File: config.mk
export PLATFORM = sky130hd
export DESIGN_NAME = gpio_debounce_bank
export DESIGN_NICKNAME = d
export VERILOG_FILES = /design/src/rtl/gpio_deb_pkg.sv /design/src/rtl/deb_tick_gen.sv /design/src/rtl/deb_cfg_regs.sv /design/src/rtl/deb_pin_filter.sv /design/src/rtl/gpio_debounce_bank.sv
export SDC_FILE = /design/constraint.sdc
export NUM_CORES = 1
export LEC_CHECK = 0
export BUFFER_PORTS_ARGS = -buffer_cell sky130_fd_sc_hd__buf_2
export CAP_MARGIN = 10
export CORE_MARGIN = 5
export CORE_UTILIZATION = 50
export CTS_CLUSTER_DIAMETER = 100
export DETAILED_ROUTE_END_ITERATION = 8
export PLACE_DENSITY = 0.68
export SLEW_MARGIN = 20
export SYNTH_ARGS = -nofsm -noshare
export SYNTH_HDL_FRONTEND = slang
export SYNTH_SLANG_ARGS = --single-unit
File: constraint.sdc
create_clock -name clk -period 9.1 [get_ports clk]
set_clock_uncertainty 0.2 [all_clocks]
set_input_delay 0.455 -clock clk [delete_from_list [all_inputs] [get_ports clk]]
set_output_delay 0.455 -clock clk [all_outputs]
set_load 0.01 [all_outputs]
File: src/rtl/gpio_deb_pkg.sv
package gpio_deb_pkg;
  localparam int CODE_W  = 3;
  localparam int FIELD_W = 4;
  localparam int FIELDS_PER_REG = 8;
  localparam int CNT_W = 15;

  function automatic logic [CNT_W-1:0] ticks_for_code(input logic [CODE_W-1:0] code);
    case (code)
      3'd1:    ticks_for_code = CNT_W'(10);
      3'd2:    ticks_for_code = CNT_W'(100);
      3'd3:    ticks_for_code = CNT_W'(1000);
      3'd4:    ticks_for_code = CNT_W'(10000);
      3'd5:    ticks_for_code = CNT_W'(20000);
      3'd6:    ticks_for_code = CNT_W'(30000);
      default: ticks_for_code = CNT_W'(1);
    endcase
  endfunction
endpackage

File: src/rtl/deb_tick_gen.sv
module deb_tick_gen #(
  parameter int TICK_DIV = 100
) (
  input  logic clk,
  input  logic rst_n,
  output logic tick
);
  generate
    if (TICK_DIV <= 1) begin : g_every
      assign tick = 1'b1;
    end else begin : g_div
      localparam int DW = $clog2(TICK_DIV);
      logic [DW-1:0] cnt_q;
      always_ff @(posedge clk or negedge rst_n) begin
        if (!rst_n)                          cnt_q <= '0;
        else if (cnt_q == DW'(TICK_DIV - 1)) cnt_q <= '0;
        else                                 cnt_q <= cnt_q + 1'b1;
      end
      assign tick = (cnt_q == DW'(TICK_DIV - 1));

      // ticks are never back to back when dividing
      a_r6_tick_spacing: assert property (@(posedge clk) disable iff (!rst_n)
        tick |=> !tick);
    end
  endgenerate
endmodule

File: src/rtl/deb_cfg_regs.sv
module deb_cfg_regs
  import gpio_deb_pkg::*;
#(
  parameter int NUM_PINS = 8,
  parameter int NUM_REGS = 1,
  parameter int SEL_W    = 1
) (
  input  logic                       clk,
  input  logic                       rst_n,
  input  logic                       wr_en,
  input  logic [SEL_W-1:0]           wr_sel,
  input  logic [31:0]                wr_data,
  input  logic [SEL_W-1:0]           rd_sel,
  output logic [31:0]                rd_data,
  output logic [NUM_PINS*CODE_W-1:0] pin_codes
);
  localparam int NUM_FIELDS = NUM_REGS * FIELDS_PER_REG;

  logic [CODE_W-1:0] code_q [NUM_FIELDS];
  logic [31:0]       word_view [NUM_REGS];

  genvar r, f;
  generate
    for (r = 0; r < NUM_REGS; r++) begin : g_reg
      for (f = 0; f < FIELDS_PER_REG; f++) begin : g_fld
        localparam int IDX = r * FIELDS_PER_REG + f;
        localparam int LSB = f * FIELD_W;
        logic hit;
        assign hit = wr_en && (wr_sel == SEL_W'(r)) && wr_data[LSB+3];
        always_ff @(posedge clk or negedge rst_n) begin
          if (!rst_n)   code_q[IDX] <= '0;
          else if (hit) code_q[IDX] <= wr_data[LSB +: CODE_W];
        end
        assign word_view[r][LSB +: FIELD_W] = {1'b0, code_q[IDX]};

        // a field without its enable bit set keeps its code
        a_r3_field_hold: assert property (@(posedge clk) disable iff (!rst_n)
          !(wr_en && (wr_sel == SEL_W'(r)) && wr_data[LSB+3]) |=> $stable(code_q[IDX]));
        // an enabled write lands the written code
        a_r3_field_load: assert property (@(posedge clk) disable iff (!rst_n)
          (wr_en && (wr_sel == SEL_W'(r)) && wr_data[LSB+3])
            |=> code_q[IDX] == $past(wr_data[LSB +: CODE_W]));
      end
    end
    for (r = 0; r < NUM_PINS; r++) begin : g_pin
      assign pin_codes[r*CODE_W +: CODE_W] = code_q[r];
    end
  endgenerate

  always_comb begin
    rd_data = '0;
    for (int i = 0; i < NUM_REGS; i++)
      if (rd_sel == SEL_W'(i)) rd_data = word_view[i];
  end
endmodule

File: src/rtl/deb_pin_filter.sv
module deb_pin_filter
  import gpio_deb_pkg::*;
(
  input  logic              clk,
  input  logic              rst_n,
  input  logic              tick,
  input  logic              raw,
  input  logic [CODE_W-1:0] code,
  output logic              filt
);
  logic meta_q, sync_q, last_q;
  logic [CNT_W-1:0] cnt_q;
  logic [CNT_W-1:0] limit;

  assign limit = ticks_for_code(code);

  always_ff @(posedge clk or negedge rst_n) begin
    if (!rst_n) begin
      meta_q <= 1'b0;
      sync_q <= 1'b0;
      last_q <= 1'b0;
      cnt_q  <= '0;
      filt   <= 1'b0;
    end else begin
      meta_q <= raw;
      sync_q <= meta_q;
      last_q <= sync_q;
      if (sync_q != last_q || sync_q == filt) begin
        cnt_q <= '0;
      end else if (tick) begin
        if (cnt_q + 1'b1 >= limit) begin
          filt  <= sync_q;
          cnt_q <= '0;
        end else begin
          cnt_q <= cnt_q + 1'b1;
        end
      end
    end
  end

  // output only moves after a cycle in which the synchronised level was steady
  a_r7_steady_before_move: assert property (@(posedge clk) disable iff (!rst_n)
    !$stable(filt) |-> $past(sync_q) == $past(last_q));
  // output only moves on a prescaler tick
  a_r6_move_on_tick: assert property (@(posedge clk) disable iff (!rst_n)
    !$stable(filt) |-> $past(tick));
  // output takes the synchronised level
  a_r6_move_to_sync: assert property (@(posedge clk) disable iff (!rst_n)
    !$stable(filt) |-> filt == $past(sync_q));
endmodule

File: src/rtl/gpio_debounce_bank.sv
module gpio_debounce_bank
  import gpio_deb_pkg::*;
#(
  parameter int NUM_PINS = 8,
  parameter int TICK_DIV = 100,
  parameter int NUM_REGS = (NUM_PINS + FIELDS_PER_REG - 1) / FIELDS_PER_REG,
  parameter int SEL_W    = (NUM_REGS > 1) ? $clog2(NUM_REGS) : 1
) (
  input  logic                clk,
  input  logic                rst_n,
  input  logic                wr_en,
  input  logic [SEL_W-1:0]    wr_sel,
  input  logic [31:0]         wr_data,
  input  logic [SEL_W-1:0]    rd_sel,
  output logic [31:0]         rd_data,
  input  logic [NUM_PINS-1:0] pin_raw,
  output logic [NUM_PINS-1:0] pin_filt
);
  logic tick;
  logic [NUM_PINS*CODE_W-1:0] pin_codes;

  deb_tick_gen #(.TICK_DIV(TICK_DIV)) u_tick (
    .clk(clk), .rst_n(rst_n), .tick(tick)
  );

  deb_cfg_regs #(.NUM_PINS(NUM_PINS), .NUM_REGS(NUM_REGS), .SEL_W(SEL_W)) u_cfg (
    .clk(clk), .rst_n(rst_n), .wr_en(wr_en), .wr_sel(wr_sel), .wr_data(wr_data),
    .rd_sel(rd_sel), .rd_data(rd_data), .pin_codes(pin_codes)
  );

  genvar n;
  generate
    for (n = 0; n < NUM_PINS; n++) begin : g_filt
      deb_pin_filter u_filt (
        .clk(clk), .rst_n(rst_n), .tick(tick), .raw(pin_raw[n]),
        .code(pin_codes[n*CODE_W +: CODE_W]), .filt(pin_filt[n])
      );
    end
  endgenerate
endmodule

==> impl_metrics.tcl <==
set metrics [dict create \
    cts_num_sinks 183 \
    yosys.area.top_type_share_pct 34.76 \
    rsz0062_at_grt "false" \
    remaining_drc_errors 0 \
    diodes 0 \
    yosys-top-cells-area "dfrtp_1 35%, ha_1 12%, nand2_1 6.5%" \
    ir_drop_uv 103.1 \
    p_per_area_mw_per_mm2 140.2 \
    hp-class "in2reg" \
    core_sq_mm 0.02598 \
    grt_pass1_wl_um 48620 \
    final-seq-area_sq_mm 0.004579 \
    drt_wl_total_um 27760 \
    yosysMostFrequentCell "nand2_1" \
    path_cells "ha_1 -> and3_1 -> nand4_1 -> o21a_1 -> or2_2 -> ha_1 -> a21oi_1 -> o21ai_0 -> a211oi_2 -> or4b_1 -> a31oi_1" \
    synth_async_sr_flop_share_pct 100.0 \
    die_x_um 172.3 \
    antenna_found_initial 0 \
    cts_root_buf "clkbuf_16" \
    yosysTopAreaCell "dfrtp_1" \
    use_met1_pct 26.19 \
    fin_setup_tns_ns 0 \
    hpwlAfterDp_um 19170 \
    antenna_left 0 \
    cp_data_required_time_ns 9.25 \
    io_buffer_count 76 \
    synth-edff-count 0 \
    finalCriticalPeriod_ns 4.113 \
    arrival_ns 4.26 \
    clk_pin_slew_ns 0.08 \
    io_pins 85 \
    vias 10870 \
    die_y_um 172.3 \
    yosysWarnings 0 \
    syn-instance-count 1559 \
    synth.ff_latch_count 183 \
    grt.total_usage_pct 19.38 \
    relSlewSlack_pct 28.95 \
    synth_top_flop_cell "dfrtp_1" \
    clockBufferDepth 2 \
    cts_made_buffers 17 \
    critPathTopFamily "compound AO/OA/AOI/OAI gates" \
    die_area_sq_mm 0.02969 \
    crit_type "reg2reg" \
    netlist_area_sq_mm 0.01317 \
    ys_types 45 \
    grt_max_degree 107 \
    drtIter0Drc 614 \
    regToRegSetupSlack_ns 4.99 \
    cp_max_fo 18 \
    clock_latency_ns 0.43 \
    layout-drive-gt1-share_pct 11.15 \
    finalHoldViolations 0 \
    first_pass_iters 4 \
    nNetsFinal 1759 \
    n_fill_cell 2376 \
    cp_common_cell "ha_1" \
    start_kind "flop" \
    status "complete, no violations" \
    fmax_mhz 243.2 \
    grt_pass1_vias 10570 \
    report.power.total_uw 2017 \
    post-cts-setup-buffer-count 0 \
    p_leak_uw 0.006319 \
    use_met2_pct 32.83 \
    cts_max_level 4 \
    min_from "wr_data[18]" \
    cp_slowest_cell "a211oi_2" \
    period_share_pct 45.19 \
    crit_path_end_kind "flop" \
    grt-ovfl-total 0 \
    grt.busiest_layer "met2" \
    syn_avg_cell_area_sq_um 8.449 \
    vias_per_cell 5.627 \
    hold_slack_ns 0.05225 \
    rows 59 \
    synth_seq_area_share_pct 34.76 \
    multiInputGateArea_sq_mm 0.008147 \
    tightest_slew_ns 1.064 \
    startpoint "g_filt[7].u_filt.cnt_q[0]" \
    floorplan.initialDensity_pct 50.69 \
    slowest_delay_ns 0.84 \
    areaGrowthSynthToFinish_pct 9.214 \
    post_drt_wl_per_cell_um 14.37 \
    r2r-start "g_filt[7].u_filt.cnt_q[0]" \
    place.gp.congestion 0.8566 \
    path_buf_inv 0 \
    yosys-top-cells-count "229 x nand2_1, 183 x dfrtp_1, 153 x a21oi_1, 153 x nand3_1, 129 x ha_1" \
    drv_slew 0 \
    finalSetupViolCount 0 \
    grtUsageMet3_pct 2.721 \
    cts_tree "yes" \
    maxCapViolations 0 \
]
worst reg2reg max path, delay by kind of cell, from the launching register on:
family	cells	cell delay (ns)
AO/OA/AOI/OAI	5	1.54
adder cells (fa/ha/maj)	2	0.60
flip-flops	1	0.44
AND/OR/NAND/NOR	4	1.27
flip-flops by register name, summed over array words and instances, names as in the netlist:
name / cells
g_filt.u_filt.meta_q: 8
g_filt.u_filt.sync_q: 8
g_filt.u_filt.last_q: 8
u_tick.g_div.cnt_q: 7
g_filt.u_filt.filt: 8
g_filt.u_filt.cnt_q: 120
u_cfg.pin_codes: 24
final cells by class:
class / instances / share of cell area (%)
clock inverters: 11 / 0.8175
repair buffers: 97 / 3.983
well taps: 335 / 2.914
clock buffers: 20 / 3.174
flip-flops and latches: 183 / 31.83
multi-input cells: 1261 / 56.63
inverters: 25 / 0.6523
power by group:
part | internal, uW | switching (uW) | leakage, uW
Sequential | 838 | 54.8 | 0.00244
Combinational | 169 | 224 | 0.00361
Clock | 397 | 334 | 0.000275
final timing paths:
kind / end / cells past startpoint
max reg2reg: g_filt[7].u_filt.cnt_q[13] / 11
max: g_filt[7].u_filt.cnt_q[13] / 11
max in group asynchronous: g_filt[7].u_filt.cnt_q[8] / 3
min in group asynchronous: g_filt[5].u_filt.sync_q / 2
min: u_cfg.pin_codes[14] / 2
min reg2reg: g_filt[7].u_filt.sync_q / 0
what timing repair did:
| item | in CTS | in global routing |
|---|---|---|
| hold buffers | 9 | 0 |
| hold endpoints to repair | 52 | 0 |
| gates resized for setup | 0 | 0 |
cell usage in the layout, fill, tap and decap left out, drive strengths merged, types with 14 or more instances in the layout:
master and count:
nand2 229, dfrtp 183, nand3 153, a21oi 153, ha 129, buf 87, nor2 78, xnor2 74
nor2b 57, a31oi 42, xor2 40, nand4 39, nor3 34, mux2 32, o21ai 30, inv 28
nand2b 26, and3 24, clkbuf 21, a21o 14
per-layer routing:
| layer | up-vias | routed length, um |
|---|---|---|
| met5 | - | 0 |
| met4 | 0 | 393 |
| met3 | 27 | 1030 |
| met2 | 177 | 12990 |
| met1 | 5123 | 13340 |
| li1 | 5544 | - |
stage by stage:
| step | utilization, % | instance area, sq um | instances | setup WS, ns |
|---|---|---|---|---|
| 2_1_floorplan | - | 13200 | 1566 | 5.723 |
| 3_3_place_gp | 52.71 | 13700 | 1892 | 5.042 |
| 3_5_place_dp | 52.74 | 13700 | 1892 | 4.945 |
| 4_1_cts | 55.29 | 14370 | 1932 | 4.964 |
| 5_1_grt | 55.36 | 14390 | 1932 | 4.690 |
| 6_report | 55.36 | 14390 | 1932 | 4.988 |
logic make-up (layout without fill, tap and decap cells):
| kind of cell | Yosys count | in the layout | share of synthesized area (%) |
|---|---|---|---|
| simple gates | 707 | 707 | 26.73 |
| flops | 183 | 183 | 34.76 |
| fa+ha+maj | 129 | 129 | 12.25 |
| mux | 33 | 33 | 2.812 |
| buf+inv | 122 | 153 | 4.018 |
| compound gates | 270 | 270 | 11.82 |
| xor+xnor | 114 | 114 | 7.580 |
| other cells | 1 | 8 | 0.02847 |
(Power assumes the default switching activity.)
